**config.mk**
```make
export PLATFORM = sky130hd
export DESIGN_NAME = irq_route_bank
export DESIGN_NICKNAME = d
export VERILOG_FILES = /design/src/rtl/irq_route_bank.sv
export SDC_FILE = /design/constraint.sdc
export NUM_CORES = 1
export LEC_CHECK = 0
export ABC_CLOCK_PERIOD_IN_PS = 1800
export BUFFER_PORTS_ARGS = -buffer_cell sky130_fd_sc_hd__buf_2
export CAP_MARGIN = 20
export CORE_MARGIN = 2
export CORE_UTILIZATION = 51
export CTS_CLUSTER_DIAMETER = 200
export DETAILED_ROUTE_END_ITERATION = 8
export GPL_TIMING_DRIVEN = 0
export PLACE_DENSITY_LB_ADDON = 0.25
export SLEW_MARGIN = 40
export SYNTH_ARGS = -nofsm -noshare
export SYNTH_HDL_FRONTEND = slang
export SYNTH_SLANG_ARGS = --single-unit
```
**constraint.sdc**
```tcl
create_clock -name clk -period 1.8 [get_ports clk]
set_input_delay 0.18 -clock clk [delete_from_list [all_inputs] [get_ports clk]]
set_output_delay 0.18 -clock clk [all_outputs]
set_load 0.01 [all_outputs]
```
**src/rtl/irq_route_bank.sv**
```systemverilog
module irq_route_bank #(
  parameter int          NSRC      = 32,
  parameter int          AW        = 12,
  parameter logic [31:0] PERIPH_ID = 32'h0004_1190
) (
  input  logic            clk,
  input  logic            rst_n,
  input  logic [NSRC-1:0] src_i,
  input  logic [AW-1:0]   bus_addr,
  input  logic            bus_we,
  input  logic            bus_priv,
  input  logic [31:0]     bus_wdata,
  output logic [31:0]     bus_rdata,
  output logic            irq_o,
  output logic            fiq_o
);
  localparam logic [AW-1:0] A_IRQST   = AW'('h000);
  localparam logic [AW-1:0] A_FIQST   = AW'('h004);
  localparam logic [AW-1:0] A_RAWST   = AW'('h008);
  localparam logic [AW-1:0] A_SEL     = AW'('h00C);
  localparam logic [AW-1:0] A_ENSET   = AW'('h010);
  localparam logic [AW-1:0] A_ENCLR   = AW'('h014);
  localparam logic [AW-1:0] A_SOFTSET = AW'('h018);
  localparam logic [AW-1:0] A_SOFTCLR = AW'('h01C);
  localparam logic [AW-1:0] A_PROT    = AW'('h020);
  localparam logic [AW-1:0] A_TEST    = AW'('h300);
  localparam logic [AW-1:0] A_ID0     = AW'('hFE0);

  logic [NSRC-1:0] sel_q, en_q, soft_q;
  logic            prot_q, test_q;

  wire             wr_ok    = bus_we && (!prot_q || bus_priv);
  wire [NSRC-1:0]  wd       = bus_wdata[NSRC-1:0];
  wire [NSRC-1:0]  raw      = (test_q ? '0 : src_i) | soft_q;
  wire [NSRC-1:0]  irq_stat = raw & en_q & ~sel_q;
  wire [NSRC-1:0]  fiq_stat = raw & en_q & sel_q;
  wire             id_hit   = (bus_addr[AW-1:4] == A_ID0[AW-1:4]) && (bus_addr[1:0] == 2'b00);
  wire [31:0]      id_shift = PERIPH_ID >> {bus_addr[3:2], 3'b000};

  always_ff @(posedge clk or negedge rst_n) begin
    if (!rst_n) begin
      sel_q  <= '0;
      en_q   <= '0;
      soft_q <= '0;
      prot_q <= 1'b0;
      test_q <= 1'b0;
      irq_o  <= 1'b0;
      fiq_o  <= 1'b0;
    end else begin
      irq_o <= |irq_stat;
      fiq_o <= |fiq_stat;
      if (wr_ok) begin
        case (bus_addr)
          A_SEL:     sel_q  <= wd;
          A_ENSET:   en_q   <= en_q | wd;
          A_ENCLR:   en_q   <= en_q & ~wd;
          A_SOFTSET: soft_q <= soft_q | wd;
          A_SOFTCLR: soft_q <= soft_q & ~wd;
          A_PROT:    prot_q <= bus_wdata[0];
          A_TEST:    test_q <= bus_wdata[0];
          default:   ;
        endcase
      end
    end
  end

  always_comb begin
    bus_rdata = '0;
    case (bus_addr)
      A_IRQST:   bus_rdata[NSRC-1:0] = irq_stat;
      A_FIQST:   bus_rdata[NSRC-1:0] = fiq_stat;
      A_RAWST:   bus_rdata[NSRC-1:0] = raw;
      A_SEL:     bus_rdata[NSRC-1:0] = sel_q;
      A_ENSET:   bus_rdata[NSRC-1:0] = en_q;
      A_SOFTSET: bus_rdata[NSRC-1:0] = soft_q;
      A_PROT:    bus_rdata[0]        = prot_q;
      A_TEST:    bus_rdata[0]        = test_q;
      default:   if (id_hit) bus_rdata[7:0] = id_shift[7:0];
    endcase
  end

  p_reset_quiet_r1: assert property (@(posedge clk) $rose(rst_n) |-> !irq_o && !fiq_o);

  p_no_mask_no_line_r6: assert property (@(posedge clk) disable iff (!rst_n)
    (en_q == '0) |=> (!irq_o && !fiq_o));

  p_enset_r4: assert property (@(posedge clk) disable iff (!rst_n)
    (bus_we && (bus_priv || !prot_q) && bus_addr == A_ENSET)
      |=> ((en_q & $past(wd)) == $past(wd)));

  p_enclr_r4: assert property (@(posedge clk) disable iff (!rst_n)
    (bus_we && (bus_priv || !prot_q) && bus_addr == A_ENCLR)
      |=> ((en_q & $past(wd)) == '0));

  p_softclr_r5: assert property (@(posedge clk) disable iff (!rst_n)
    (bus_we && (bus_priv || !prot_q) && bus_addr == A_SOFTCLR)
      |=> ((soft_q & $past(wd)) == '0));

  p_locked_r7: assert property (@(posedge clk) disable iff (!rst_n)
    (prot_q && bus_we && !bus_priv)
      |=> ($stable(en_q) && $stable(sel_q) && $stable(soft_q) && $stable(prot_q) && $stable(test_q)));

  p_clr_reads_zero_r8: assert property (@(posedge clk) disable iff (!rst_n)
    (bus_addr == A_ENCLR || bus_addr == A_SOFTCLR) |-> (bus_rdata == 32'h0));
endmodule

```
==> run metrics <==
GR Overflow Total=0; first-pass GRT wire length=39.8 mm; Worst EP arrival=2.19 ns; ys flop type=dfrtp_1; antenna violations before repair=0; Worst-path clk slew=0.07 ns; CTS tree=built; final setup fails=80; status=complete, but fails checks; max_slew headroom=58.9%; Initial Util=51.9%; Slowest cell on crit path=dfrtp_2; core box area=12000 µm²; Worst EP required=1.62 ns; Max Fclk=422 MHz; Tot GR Track Use=40.8%; Num CTS Buffers=9; Routed WL=28.4 mm; fin crit share=132%; Post-Syn Instances=693; Antenna Nets Post-Route=0; clk_lat worst skew=0.36 ns; Routed wire per std cell=26.8 µm; type of the worst setup path=flop to output port; Switching Share=27.6%; post-route worst setup slack=-0.568 ns; die extent in x=114 µm; Placed Area=7060 µm²; P per Cell Area=511 nW/µm²; Avg Cell Area, Syn=8.96 µm²; via count=7541; Seq/Total Area, Yosys=40.3%; nets=986; Int Pwr=0.00346 W; CTS root buf=clkbuf_16; DRC=0; GPL Wtd Cong=0.963; Critical path buffers and inverters=4; crit path launch type=flop; worst clock skew=0.00493 ns; clk sinks=100; Synth Cell Area=6210 µm²; Inserted Diodes=0; FP Rows=40; Seq pwr share=47.9%; RSZ-0062 raised after global routing=true; asr flop ratio synth=100%; switching power=0.00132 W; filler instances=739; design area=9340 µm²; DRT Pass-1 Iters=7; Port-buffer cells=113; Largest stage delay, worst path=0.38 ns; Leak=4.28 nW; violated checks=setup timing; HPWL Detailed=16.9 mm; Worst Max-Slew Pin Slew=0.611 ns; Die Ht=114 µm; Hold Path Class=primary input to flop; minimum clock period=2.37 ns; Max H-tree Level=3; post-synthesis net count=773; pre-CTS setup slack=-0.966 ns; CP endpoint kind=output port; Post-synth EDFFs=0; Distinct cells, synth=48; Reg area=2500 µm²; Max FO, Critical Path=8; area of the multi-input gates=4340 µm²; Yosys reg bits=100; Die Footprint=13100 µm²; CTS Buffer Depth=2; Ys Warns=0; critical path's top delay family=buffers and inverters; Fin. Hold Viols=0; largest net degree at the start of global routing=56; max-slew violations=0; Area growth syn-to-layout=50.4%; Ports=114; VDD IR max=0.382 mV; Vias/cell=7.13; MaxCap Viol Count=0; layout cells sized above 1=48.5%; vias in the first global route=7018; Comb pwr share=11.3%; CP cell instances=buf_12, clkbuf_16, buf_4, nor2b_4, o21ai_2, nor3_1, a221oi_1, nand3_1, buf_2; Clock power frac=40.8%; DR iter-0 viols=1145
==> routing by layer <==
metal  GRT usage (%)  wire (µm)  up-vias
li1                -          -     3097
met1            51.0      10100     3522
met2            63.3      12500      712
met3            11.4       3410      210
met4            23.7       2320        0
met5               0          0        -
==> what timing repair did <==
item | 4_1_cts | 5_1_grt
hold endpoints to repair | 45 | 0
gates cloned | 3 | 4
pin swaps | 54 | 71
setup endpoints to repair | 124 | 95
hold buffers | 1 | 0
setup buffers | 60 | 29
gates resized for setup | 202 | 151
==> area by class of cell <==
class / instances / share of cell area (%)
plain buffers: 37 / 4.26
inverters: 16 / 0.643
well taps: 147 / 1.97
multi-input cells: 539 / 46.4
flip-flops and latches: 100 / 26.8
clock buffers: 9 / 2.41
clock inverters: 7 / 0.643
repair buffers: 203 / 16.8
==> layout by cell type (no fill, tap or decap), drive strengths merged, types with 30 or more instances in the layout <==
cell type and instances:
o21ai 77, nor2 38, buf 219, nor3 30, a21oi 40, dfrtp 100
mux2 52, a31oi 37, nand2 71, nor2b 32
==> logic make-up after synthesis <==
group | count (synthesis) | synth area share [%]
DFF | 100 | 40.3
AOI/OAI and AO/OA | 252 | 25.5
adders and majority gates | 1 | 0.161
buffers and inverters | 54 | 3.75
and+or+nand+nor | 217 | 18.2
muxes | 69 | 12.2
==> synthesized netlist by cell type (4+ instances only) <==
| cell | number | area (µm²) |
|---|---|---|
| nand3_1 | 11 | 55.1 |
| nor2b_1 | 32 | 200 |
| inv_1 | 16 | 60.1 |
| a21oi_1 | 40 | 200 |
| a31oi_1 | 37 | 231 |
| nor2_1 | 34 | 128 |
| buf_2 | 9 | 45.0 |
| or2_2 | 4 | 25.0 |
| o211ai_1 | 28 | 210 |
| a22oi_1 | 7 | 52.6 |
| nor2_2 | 4 | 25.0 |
| mux2_2 | 48 | 541 |
| nor3_1 | 30 | 150 |
| dfrtp_1 | 100 | 2500 |
| nor4_1 | 11 | 68.8 |
| clkbuf_1 | 24 | 90.1 |
| o21ai_0 | 75 | 375 |
| mux2_1 | 4 | 45.0 |
| buf_4 | 5 | 37.5 |
| a222oi_1 | 8 | 80.1 |
| mux2i_1 | 17 | 170 |
| nand2_1 | 71 | 267 |
| o2111ai_1 | 5 | 43.8 |
| a221oi_1 | 14 | 123 |
| o22ai_1 | 24 | 150 |
==> power by group through the flow <==
stage	sequential, W	combinational [W]	clock (W)
4_1_cts	0.00228	0.000460	0.00193
2_1_floorplan	0.00232	0.000132	0
3_3_place_gp	0.00232	0.000347	0
3_5_place_dp	0.00233	0.000371	0
6_report	0.00229	0.000540	0.00195
5_1_grt	0.00229	0.000567	0.00205
==> metrics by stage <==
| stage | util (%) | instances | hold slack [ns] | TNS [ns] | total power, W |
|---|---|---|---|---|---|
| 6_report | 78.1 | 1058 | 0.0362 | -16.75 | 0.00478 |
| 5_1_grt | 78.1 | 1058 | 0.0471 | -21.54 | 0.00490 |
| 4_1_cts | 71.2 | 1034 | 0.0295 | -8.42 | 0.00467 |
| 3_5_place_dp | 59.0 | 955 | 0.113 | -82.38 | 0.00270 |
| 3_3_place_gp | 58.5 | 953 | 0.400 | -143.51 | 0.00267 |
| 2_1_floorplan | - | 693 | -0.116 | -0.0168 | 0.00245 |
==> path summary, 6_finish.rpt <==
check / from / endpoint / slack, ns / cells past startpoint
setup / recovery: test_q / bus_rdata[9] / -0.57 / 9
hold / removal: bus_wdata[15] / flop / 0.04 / 2
setup reg to reg: test_q / fiq_o / -0.25 / 8
hold reg to reg: prot_q / prot_q / 0.55 / 1
max in group asynchronous: rst_n / sel_q[4] / 0.88 / 3
min in group asynchronous: rst_n / prot_q / 0.32 / 2
No activity file was read; power rests on OpenSTA's default activity.
